<file path="src/rtl/exc_entry_pkg.sv">
package exc_entry_pkg;

   localparam int MODE_W     = 5;
   localparam int NUM_BANKS  = 4;
   localparam int BANK_IDX_W = $clog2(NUM_BANKS);
   localparam int NUM_KINDS  = 4;
   localparam int SLOT_W     = $clog2(NUM_KINDS);

   typedef logic [MODE_W-1:0]     mode_t;
   typedef logic [BANK_IDX_W-1:0] bank_idx_t;

   localparam mode_t MODE_USER = 5'h10;
   localparam mode_t MODE_INTR = 5'h12;
   localparam mode_t MODE_PRIV = 5'h13;
   localparam mode_t MODE_TRAP = 5'h17;

   typedef enum logic [2:0] {
      KIND_PCALL = 3'd0,
      KIND_IABT  = 3'd1,
      KIND_DABT  = 3'd2,
      KIND_IRQ   = 3'd3
   } exc_kind_e;

   typedef struct packed {
      logic      ok;
      bank_idx_t idx;
   } mode_info_t;

endpackage

</file>
<file path="src/rtl/exc_mode_decode.sv">
module exc_mode_decode
   import exc_entry_pkg::*;
(
   input  mode_t      mode_i,
   output mode_info_t info_o
);

   always_comb begin
      info_o = '{ok: 1'b1, idx: '0};
      unique case (mode_i)
         MODE_USER: info_o.idx = bank_idx_t'(0);
         MODE_INTR: info_o.idx = bank_idx_t'(1);
         MODE_PRIV: info_o.idx = bank_idx_t'(2);
         MODE_TRAP: info_o.idx = bank_idx_t'(3);
         default:   info_o     = '{ok: 1'b0, idx: '0};
      endcase
   end

endmodule

</file>
<file path="src/rtl/exc_kind_map.sv">
module exc_kind_map
   import exc_entry_pkg::*;
#(
   parameter int KIND_W = 3
) (
   input  logic [KIND_W-1:0] kind_i,
   output logic              ok_o,
   output mode_t             tgt_o,
   output logic [SLOT_W-1:0] slot_o
);

   always_comb begin
      ok_o   = 1'b1;
      tgt_o  = MODE_PRIV;
      slot_o = kind_i[SLOT_W-1:0];
      if (kind_i >= KIND_W'(NUM_KINDS)) begin
         ok_o = 1'b0;
      end else begin
         unique case (exc_kind_e'(3'(kind_i)))
            KIND_PCALL: tgt_o = MODE_PRIV;
            KIND_IABT:  tgt_o = MODE_TRAP;
            KIND_DABT:  tgt_o = MODE_TRAP;
            KIND_IRQ:   tgt_o = MODE_INTR;
            default:    ok_o  = 1'b0;
         endcase
      end
   end

endmodule

</file>
<file path="src/rtl/exc_vector_gen.sv">
module exc_vector_gen
   import exc_entry_pkg::*;
#(
   parameter int              DATA_W     = 32,
   parameter logic [DATA_W-1:0] LO_VEC   = '0,
   parameter logic [DATA_W-1:0] HI_VEC   = 32'hFFFF_0000,
   parameter int              VEC_STRIDE = 4
) (
   input  logic              hi_sel_i,
   input  logic [SLOT_W-1:0] slot_i,
   output logic [DATA_W-1:0] addr_o
);

   localparam bit STRIDE_POW2 = (VEC_STRIDE & (VEC_STRIDE - 1)) == 0;
   localparam int STRIDE_SH   = $clog2(VEC_STRIDE);

   logic [DATA_W-1:0] base;
   logic [DATA_W-1:0] offs;

   assign base = hi_sel_i ? HI_VEC : LO_VEC;

   generate
      if (STRIDE_POW2) begin : g_shift
         assign offs = DATA_W'(slot_i) << STRIDE_SH;
      end else begin : g_mult
         assign offs = DATA_W'(slot_i) * DATA_W'(VEC_STRIDE);
      end
   endgenerate

   assign addr_o = base + offs;

endmodule

</file>
<file path="src/rtl/exc_bank_file.sv">
module exc_bank_file #(
   parameter int DATA_W = 32,
   parameter int NB     = 4,
   parameter int IDX_W  = $clog2(NB)
) (
   input  logic              clk,
   input  logic              rst,
   input  logic              we_i,
   input  logic [IDX_W-1:0]  widx_i,
   input  logic [DATA_W-1:0] w29_i,
   input  logic [DATA_W-1:0] w30_i,
   input  logic [DATA_W-1:0] wsst_i,
   input  logic [IDX_W-1:0]  ridx_i,
   output logic [DATA_W-1:0] r29_o,
   output logic [DATA_W-1:0] r30_o,
   output logic [DATA_W-1:0] rsst_o
);

   localparam int FLAT_W = NB * DATA_W;

   logic [FLAT_W-1:0] flat29;
   logic [FLAT_W-1:0] flat30;
   logic [FLAT_W-1:0] flatsst;

   generate
      for (genvar b = 0; b < NB; b++) begin : g_bank
         logic [DATA_W-1:0] q29;
         logic [DATA_W-1:0] q30;
         logic [DATA_W-1:0] qsst;
         logic              hit;

         assign hit = we_i && (widx_i == IDX_W'(b));

         always_ff @(posedge clk) begin
            if (rst) begin
               q29  <= '0;
               q30  <= '0;
               qsst <= '0;
            end else if (hit) begin
               q29  <= w29_i;
               q30  <= w30_i;
               qsst <= wsst_i;
            end
         end

         assign flat29[b*DATA_W +: DATA_W]  = q29;
         assign flat30[b*DATA_W +: DATA_W]  = q30;
         assign flatsst[b*DATA_W +: DATA_W] = qsst;
      end
   endgenerate

   assign r29_o  = flat29[int'(ridx_i)*DATA_W +: DATA_W];
   assign r30_o  = flat30[int'(ridx_i)*DATA_W +: DATA_W];
   assign rsst_o = flatsst[int'(ridx_i)*DATA_W +: DATA_W];

endmodule

</file>
<file path="src/rtl/exc_entry_unit.sv">
module exc_entry_unit
   import exc_entry_pkg::*;
#(
   parameter int                DATA_W      = 32,
   parameter int                KIND_W      = 3,
   parameter int                IRQ_DIS_POS = 7,
   parameter int                VSEL_POS    = 13,
   parameter logic [DATA_W-1:0] LO_VEC      = '0,
   parameter logic [DATA_W-1:0] HI_VEC      = 32'hFFFF_0000,
   parameter int                VEC_STRIDE  = 4
) (
   input  logic              clk,
   input  logic              rst,
   input  logic              req_i,
   input  logic [KIND_W-1:0] kind_i,
   input  logic [DATA_W-1:0] sys_ctrl_i,
   input  logic [DATA_W-1:0] cur_status_i,
   input  logic [DATA_W-1:0] cur_pc_i,
   input  logic [DATA_W-1:0] cur_r29_i,
   input  logic [DATA_W-1:0] cur_r30_i,
   input  logic [DATA_W-1:0] cur_sst_i,
   output logic [DATA_W-1:0] status_o,
   output logic [DATA_W-1:0] pc_o,
   output logic [DATA_W-1:0] r29_o,
   output logic [DATA_W-1:0] r30_o,
   output logic [DATA_W-1:0] sst_o,
   output logic              done_o,
   output logic              err_o
);

   // elaboration-time parameter checks
   generate
      if (DATA_W < MODE_W + 1) begin : g_bad_width
         $error("DATA_W too narrow for mode field");
      end
      if (IRQ_DIS_POS < MODE_W || IRQ_DIS_POS >= DATA_W) begin : g_bad_irq
         $error("IRQ_DIS_POS must sit above the mode field");
      end
      if (VSEL_POS < 0 || VSEL_POS >= DATA_W) begin : g_bad_vsel
         $error("VSEL_POS outside the control word");
      end
      if (VEC_STRIDE < 1) begin : g_bad_stride
         $error("VEC_STRIDE must be positive");
      end
      if ((1 << KIND_W) < NUM_KINDS || KIND_W > 3) begin : g_bad_kind
         $error("KIND_W must cover the kind codes");
      end
   endgenerate

   mode_info_t        cur_info;
   mode_info_t        tgt_info;
   mode_t             tgt_mode;
   logic              kind_ok;
   logic [SLOT_W-1:0] slot;
   logic [DATA_W-1:0] vec_addr;
   logic              entry_ok;
   logic              mode_same;
   logic              bank_we;
   logic [DATA_W-1:0] bank_r29;
   logic [DATA_W-1:0] bank_r30;
   logic [DATA_W-1:0] bank_sst;
   logic [DATA_W-1:0] status_n;
   logic [DATA_W-1:0] r29_n;
   logic [DATA_W-1:0] r30_n;
   logic [DATA_W-1:0] sst_n;
   logic              unused_ctrl;

   assign unused_ctrl = ^(sys_ctrl_i & ~(DATA_W'(1) << VSEL_POS));

   exc_kind_map #(.KIND_W(KIND_W)) u_kind (
      .kind_i (kind_i),
      .ok_o   (kind_ok),
      .tgt_o  (tgt_mode),
      .slot_o (slot)
   );

   exc_mode_decode u_cur_dec (
      .mode_i (cur_status_i[MODE_W-1:0]),
      .info_o (cur_info)
   );

   exc_mode_decode u_tgt_dec (
      .mode_i (tgt_mode),
      .info_o (tgt_info)
   );

   exc_vector_gen #(
      .DATA_W     (DATA_W),
      .LO_VEC     (LO_VEC),
      .HI_VEC     (HI_VEC),
      .VEC_STRIDE (VEC_STRIDE)
   ) u_vec (
      .hi_sel_i (sys_ctrl_i[VSEL_POS]),
      .slot_i   (slot),
      .addr_o   (vec_addr)
   );

   assign entry_ok  = kind_ok && cur_info.ok && tgt_info.ok;
   assign mode_same = (cur_info.idx == tgt_info.idx);
   assign bank_we   = req_i && entry_ok && !mode_same;

   exc_bank_file #(
      .DATA_W (DATA_W),
      .NB     (NUM_BANKS),
      .IDX_W  (BANK_IDX_W)
   ) u_banks (
      .clk    (clk),
      .rst    (rst),
      .we_i   (bank_we),
      .widx_i (cur_info.idx),
      .w29_i  (cur_r29_i),
      .w30_i  (cur_r30_i),
      .wsst_i (cur_sst_i),
      .ridx_i (tgt_info.idx),
      .r29_o  (bank_r29),
      .r30_o  (bank_r30),
      .rsst_o (bank_sst)
   );

   // restore from the new bank, then apply the entry updates on top
   always_comb begin
      if (mode_same) begin
         r29_n = cur_r29_i;
         r30_n = cur_r30_i;
         sst_n = cur_sst_i;
      end else begin
         r29_n = bank_r29;
         r30_n = bank_r30;
         sst_n = bank_sst;
      end
      r30_n = cur_pc_i;
      sst_n = cur_status_i;
      status_n = cur_status_i;
      status_n[MODE_W-1:0]  = tgt_mode;
      status_n[IRQ_DIS_POS] = 1'b1;
   end

   always_ff @(posedge clk) begin
      if (rst) begin
         status_o <= '0;
         pc_o     <= '0;
         r29_o    <= '0;
         r30_o    <= '0;
         sst_o    <= '0;
         done_o   <= 1'b0;
         err_o    <= 1'b0;
      end else begin
         done_o <= 1'b0;
         err_o  <= 1'b0;
         if (req_i) begin
            if (entry_ok) begin
               done_o   <= 1'b1;
               status_o <= status_n;
               pc_o     <= vec_addr;
               r29_o    <= r29_n;
               r30_o    <= r30_n;
               sst_o    <= sst_n;
            end else begin
               err_o    <= 1'b1;
               status_o <= cur_status_i;
               pc_o     <= cur_pc_i;
               r29_o    <= cur_r29_i;
               r30_o    <= cur_r30_i;
               sst_o    <= cur_sst_i;
            end
         end
      end
   end

endmodule

</file>
<file path="config.mk">
export PLATFORM = sky130hd
export DESIGN_NAME = exc_entry_unit
export DESIGN_NICKNAME = d
export VERILOG_FILES = /design/src/rtl/exc_entry_pkg.sv /design/src/rtl/exc_mode_decode.sv /design/src/rtl/exc_kind_map.sv /design/src/rtl/exc_vector_gen.sv /design/src/rtl/exc_bank_file.sv /design/src/rtl/exc_entry_unit.sv
export SDC_FILE = /design/constraint.sdc
export NUM_CORES = 1
export LEC_CHECK = 0
export BUFFER_PORTS_ARGS = -buffer_cell sky130_fd_sc_hd__buf_2
export CAP_MARGIN = 20
export CELL_PAD_IN_SITES_DETAIL_PLACEMENT = 1
export CELL_PAD_IN_SITES_GLOBAL_PLACEMENT = 1
export CORE_ASPECT_RATIO = 0.6
export CORE_UTILIZATION = 25
export CTS_CLUSTER_DIAMETER = 30
export CTS_CLUSTER_SIZE = 14
export DETAILED_ROUTE_END_ITERATION = 8
export PLACE_DENSITY_LB_ADDON = 0.1
export RECOVER_POWER = 50
export SLEW_MARGIN = 20
export SYNTH_ARGS = -nofsm -noshare
export SYNTH_HDL_FRONTEND = slang
export SYNTH_SLANG_ARGS = --single-unit
</file>
<file path="constraint.sdc">
create_clock -name clk -period 6.4 [get_ports clk]
set_input_delay 0.32 -clock clk [delete_from_list [all_inputs] [get_ports clk]]
set_output_delay 0.32 -clock clk [all_outputs]
set_load 0.02 [all_outputs]
</file>
Word-level counts from Yosys, hierarchy flattened
Index checks and enable logic that the tools add are counted.
Word-level totals
  bits in registers: 290
  output and inout port bits: 162
  word-level logic and storage cells: 63
Cells by class
  add/subtract/negate cells: 1
  magnitude comparators: 1
  equal/unequal tests: 15
  shift operators: 1
  muxes and demuxes: 17
  bitwise gates (word level): 1
  reduce and logical (&&, ||, !) cells: 16
Operators with widths (count)
  $mux 32: 6
  $shiftx 128x8->32: 1
  $eq 5x5->1 const B: 8
  $add 32x4->32: 1
  $pmux 2 s3: 2
  $reduce_or 4->1: 3
  $logic_and 1x1->1: 8
  $mux 8: 1
  $eq 3x2->1 const B: 2
  $mux 1: 6
  $pmux 3 s2: 1
  $mux 5: 1
  $eq 2x2->1 const B: 2
  $reduce_or 2->1: 2
  $eq 3x1->1 const B: 1
  $ge 3x3->1 const B: 1
  $logic_not 3->1: 1
  $eq 2x1->1 const B: 1
  $eq 2x2->1: 1
  $logic_not 2->1: 1
  $logic_not 1->1: 1
  $not 1->1: 1

Longest topological paths before layout
  depth in word-level cells: 11
  depth in mapped cells: 10

Modules after synthesis
From an unflattened synthesis, not the netlist that was laid out.
Unflattened totals
  cells, all modules: 2416
  area total of the unflattened synthesis: 25039.0 um2
By module, submodules not included
  exc_bank_file: instances 1, cells an instance 1467, area each 17341.6 um2, seq. area each 7687.4 um2
  exc_entry_unit: instances 1, cells an instance 887, area each 7287.0 um2, seq. area each 3243.1 um2
  exc_vector_gen: instances 1, cells an instance 33, area each 244.0 um2, seq. area each 0.0 um2
  exc_mode_decode: instances 2, cells an instance 9, area each 50.0 um2, seq. area each 0.0 um2
  exc_kind_map: instances 1, cells an instance 11, area each 66.3 um2, seq. area each 0.0 um2

Worst setup path before layout
No wires, ideal clock.
  path type: in2reg
  start point: in kind_i[2]
  end point: reg r29_o[10]
  setup time: 0.137 ns
  arrival: 2.429 ns
  data required time: 6.263 ns
  slack: 3.834 ns
  cell stages on the path: 9
  path buffers: 3
  path through: nand3b_1 -> buf_4 -> inv_1 -> ha_1 -> buf_2 -> clkbuf_1 -> mux4_2 -> mux2i_1 -> a211oi_1
Between the ends
  cells in the longest elaborated chain, start to end: 9
  elaborated cells between the ends (all ways): 24
Ends and longest elaborated chain
  start: declaration: RTL line exc_entry_unit.sv:15  | input logic [KIND_W-1:0] kind_i,
  $eq 3x1->1 / $eq 3x2->1 (equally long branches): RTL line exc_kind_map.sv:19  | unique case (exc_kind_e'(3'(kind_i)))
  $reduce_or 2->1 (no line)
  $pmux 3 s2: RTL line exc_kind_map.sv:19
  $mux 5: RTL line exc_kind_map.sv:16  | if (kind_i >= KIND_W'(NUM_KINDS)) begin
  $eq 5x5->1: RTL line exc_mode_decode.sv:10  | unique case (mode_i)
  $pmux 2 s3 / $reduce_or 4->1 (equally long branches)
  $shiftx 128x8->32 (tied with other cells): RTL line exc_bank_file.sv:52  | assign r29_o = flat29[int'(ridx_i)*DATA_W +: DATA_W];
  $mux 32 / $logic_and 1x1->1 (equally long branches): RTL line exc_entry_unit.sv:122, exc_entry_unit.sv:98
  $mux 32 *: RTL line exc_entry_unit.sv:151  | if (entry_ok) begin
  end signal: assignment: RTL line exc_entry_unit.sv:155  | r29_o <= r29_n;
  end signal: assignment: RTL line exc_entry_unit.sv:162  | r29_o <= cur_r29_i;
  end: declaration: RTL line exc_entry_unit.sv:24  | output logic [DATA_W-1:0] r29_o,
Mark *: on every way between the ends. The rest lies on a longest branch, timed or not.
A chain may end at the register's enable or synchronous reset.

Final worst setup path
  start point: in kind_i[2]
  end point: reg sst_o[13]
Between the ends
  cells in the longest elaborated chain, start to end: 9
  elaborated cells between the ends (all ways): 20
Ends and longest elaborated chain
  $eq 3x1->1 / $eq 3x2->1 (equally long branches): RTL line exc_kind_map.sv:19
  $reduce_or 2->1 (no line)
  $pmux 3 s2: RTL line exc_kind_map.sv:19
  $mux 5: RTL line exc_kind_map.sv:16
  $eq 5x5->1: RTL line exc_mode_decode.sv:10
  $reduce_or 4->1 (no line)
  $mux 1: RTL line exc_mode_decode.sv:10
  $logic_and 1x1->1 *: RTL line exc_entry_unit.sv:98  | assign entry_ok = kind_ok && cur_info.ok && tgt_info.ok;
  $mux 32 *: RTL line exc_entry_unit.sv:151
  end signal: assignment: RTL line exc_entry_unit.sv:157  | sst_o <= sst_n;
  end signal: assignment: RTL line exc_entry_unit.sv:164  | sst_o <= cur_sst_i;
  end: declaration: RTL line exc_entry_unit.sv:26  | output logic [DATA_W-1:0] sst_o,
Marks and branches as above.

==> impl_metrics.env <==
export IMPL_outcome="finished with violations"
export IMPL_violations="max-capacitance violations, max-slew violations"
export IMPL_tns_ps=0
export IMPL_avgRoutedWirePerCell_um=18.3
export IMPL_rows=61
export IMPL_yosys_area_share_adder_pct=0.105
export IMPL_grt_most_used_layer="met2"
export IMPL_whs_path_depth=3
export IMPL_ys_warn_count=0
export IMPL_power_density_mw_per_mm2=371
export IMPL_num_vias=10600
export IMPL_yosysTopAreaCellShare_pct=48.7
export IMPL_hp_start="cur_r30_i[5]"
export IMPL_synth_top_family_by_area="multiplexers"
export IMPL_worst_r2r_path_depth=3
export IMPL_drive_gt1_share_pct=20.2
export IMPL_htree_levels=3
export IMPL_first_pass_iters=4
export IMPL_io_buffers=328
export IMPL_fin_crit_sh_pct=67.5
export IMPL_synthesis_nets=1465
export IMPL_grt_max_degree=198
export IMPL_cts_buffers=70
export IMPL_wirelength_mm=41.9
export IMPL_power_leakage_nw=7.15
export IMPL_rsz0062_at_grt="false"
export IMPL_synth_mux_area_share_pct=19.2
export IMPL_syn_inst=1266
export IMPL_met1_usage_pct=21.4
export IMPL_finalCriticalPeriod_ps=4320
export IMPL_cts_setup_buffers=0
export IMPL_boundaryPins=360
export IMPL_synth_compound_area_share_pct=11.7
export IMPL_gr_usage_met2_pct=28.7
export IMPL_clk_pin_slew_ps=50
export IMPL_grt_use_total_pct=17.1
export IMPL_start_util_pct=25.5
export IMPL_clock_latency_ps=550
export IMPL_critical_path_class="input pin to flop"
export IMPL_r2r_start="u_banks.g_bank[3].q29[28]"
export IMPL_synth_area_top_cells="dfxtp_1, mux2i_1, nor2_1"
export IMPL_synthSimpleGateAreaFrac_pct=16.0
export IMPL_ys_types=34
export IMPL_dieHeight_um=171
export IMPL_worst_ep_arrival_time_ps=4770
export IMPL_clk_path_buf_depth=3
export IMPL_max_slew_margin_pct=-129
export IMPL_grt_pass1_wl_mm=64.7
export IMPL_crit_path_start_kind="input pin"
export IMPL_clockRootBuffer="clkbuf_16"
export IMPL_overflow=0
export IMPL_worstReg2RegEnd="r29_o[28]"
export IMPL_hold_slack_ps=35.0
export IMPL_p_total_w=0.00622
export IMPL_worstMarginPinSlew_ps=3440
export IMPL_cp_max_fo=54
export IMPL_ys_ff_latch=290
export IMPL_drc_errors=0
export IMPL_hold_class="input pin to flop"
export IMPL_setup_violations=0
export IMPL_avgViaCountPerCell=4.61
export IMPL_die_w_um=284
export IMPL_slew_viol_final=119
export IMPL_ir_drop_uv=187
export IMPL_use_met3_pct=4.25
export IMPL_die_area_mm2=0.0485
export IMPL_required_ps=6850
export IMPL_fin_skew_ps=13.9
export IMPL_antenna_found_initial=6
export IMPL_cap_violations=2
export IMPL_hold_viol_final=0
export IMPL_fmax_mhz=231
export IMPL_ant_nets=0
export IMPL_core_area_mm2=0.0466
export IMPL_worst_hold_path_endpoint="r30_o[5]"
export IMPL_yosysSeqAreaShare_pct=48.7
export IMPL_cts_tree="done"
export IMPL_reg2reg_setup_slack_ps=5030
export IMPL_avgSynthCellArea_um2=9.41
export IMPL_syn_cell_area_mm2=0.0119
export IMPL_yosysTopAreaCell="dfxtp_1"
export IMPL_dp_final_hpwl_mm=25.8
export IMPL_grt_pass1_vias=11000
export IMPL_gp_congestion=0.777
export IMPL_cts_sinks=290
export IMPL_areaGrowthSynthToFinish_pct=40.7
export IMPL_crit_start="kind_i[2]"
export IMPL_end_kind="flop"
export IMPL_drtIter0Drc=387
export IMPL_synthXorXnorAreaFrac_pct=0.221
export IMPL_final_nets=1806
==> logic make-up after synthesis <==
kind of cell,after synthesis
buf+inv,112
simple gates,481
flops,290
compound gates,191
mux,188
xor+xnor,3
fa+ha+maj,1
==> sequential cells by signal, summed over array words and instances, names as in the netlist <==
signal / count
done_o: 1
err_o: 1
pc_o: 32
r29_o: 32
r30_o: 32
sst_o: 32
status_o: 32
u_banks.g_bank.q29: 128
==> cell type report <==
| class | count | area [um^2] |
|---|---|---|
| clock buffer | 90 | 1990 |
| timing repair buffer | 380 | 1960 |
| multi-input combinational | 864 | 5660 |
| clock inverter | 37 | 546 |
| inverter | 1 | 3.75 |
| fill | 5330 | 29900 |
| tap | 630 | 788 |
| sequential | 290 | 5810 |
| antenna | 3 | 7.51 |
==> synth_stat cells <==
cell type	n
buf_1	8
a311oi_1	63
ha_1	1
inv_1	1
or4b_4	1
mux2i_1	156
a21oi_1	66
o31ai_2	1
clkbuf_1	80
nor2_1	246
dfxtp_1	290
xnor2_1	2
nand2b_1	18
or2_2	1
a211oi_4	1
buf_4	2
o21a_1	1
nand3_1	15
nand2_1	190
nand4b_1	1
o2111a_1	2
buf_6	4
nor4b_1	1
or3_1	1
and2_1	2
o311ai_2	2
mux4_2	32
xor2_1	1
nand3b_1	2
nor3_1	3
a211oi_1	52
o221ai_1	2
o2111ai_1	1
buf_2	17
==> timing repair <==
| action | 4_1_cts | 5_1_grt |
|---|---|---|
| hold buffers | 37 | 0 |
| hold endpoints to repair | 37 | 0 |
| gates resized for setup | 0 | 0 |
==> worst max-delay path, cell delays in order <==
cell	delay (ps)
clkbuf_1	130
nand3b_1	170
buf_4	340
inv_1	240
ha_1	250
nor3_1	140
nor2_1	450
clkbuf_1	1950
buf_12	300
nand2_1	110
a311oi_1	280
==> per-layer routing <==
metal / routed length [um] / share of wire [%] / vias up
met1: 19000 / 45 / 5147
met4: 960 / 2.3 / 4
met3: 1790 / 4.3 / 71
met2: 20100 / 48 / 214
met5: 24 / 0.057 / -
li1: - / - / 5147
==> per-stage QoR <==
stage,setup WS [ps],instance area (um^2),instances,util [%]
after floorplan,3830,11900,1266,-
after global routing,1710,16800,2295,35.9
after detailed placement,2170,14100,2127,30.1
after global placement,2170,14100,2127,30.1
after CTS,2760,17000,2291,36.4
final,2080,16800,2295,35.9
==> power breakdown <==
group	internal (W)	total [W]	leakage (nW)	switching [W]
sequential	0.00189	0.00192	2.37	0.0000372
clock	0.00270	0.00380	1.25	0.00109
combinational	0.000175	0.000502	3.52	0.000327
==> how the worst max path moves through the flow <==
stage | endpoint | slack (ps)
finish | sst_o[13] | 2080
global route | sst_o[25] | 1710
CTS | r29_o[7] | 2760
detailed placement | r29_o[7] | 2170
global placement | r29_o[7] | 2170
floorplan | r29_o[10] | 3830
==> cell usage in the layout, fill, tap and decap left out, types with 2 or more instances in the layout <==
cell type,count
dfxtp_1,290
dlygate4sd3_1,37
a211oi_1,53
buf_8,2
o311ai_4,2
clkbuf_1,173
buf_2,163
o221ai_1,2
clkinv_4,3
diode_2,3
nand3_1,15
a311oi_1,63
nor2_1,246
clkinv_2,16
nor3_1,3
clkbuf_16,74
a21oi_1,66
mux2i_1,156
mux4_2,32
nand3b_1,2
inv_6,2
nand2b_1,18
xnor2_1,2
clkbuf_8,8
clkinvlp_4,2
buf_4,11
bufinv_16,13
nand2_1,190
buf_12,2
(Power assumes the default switching activity.)
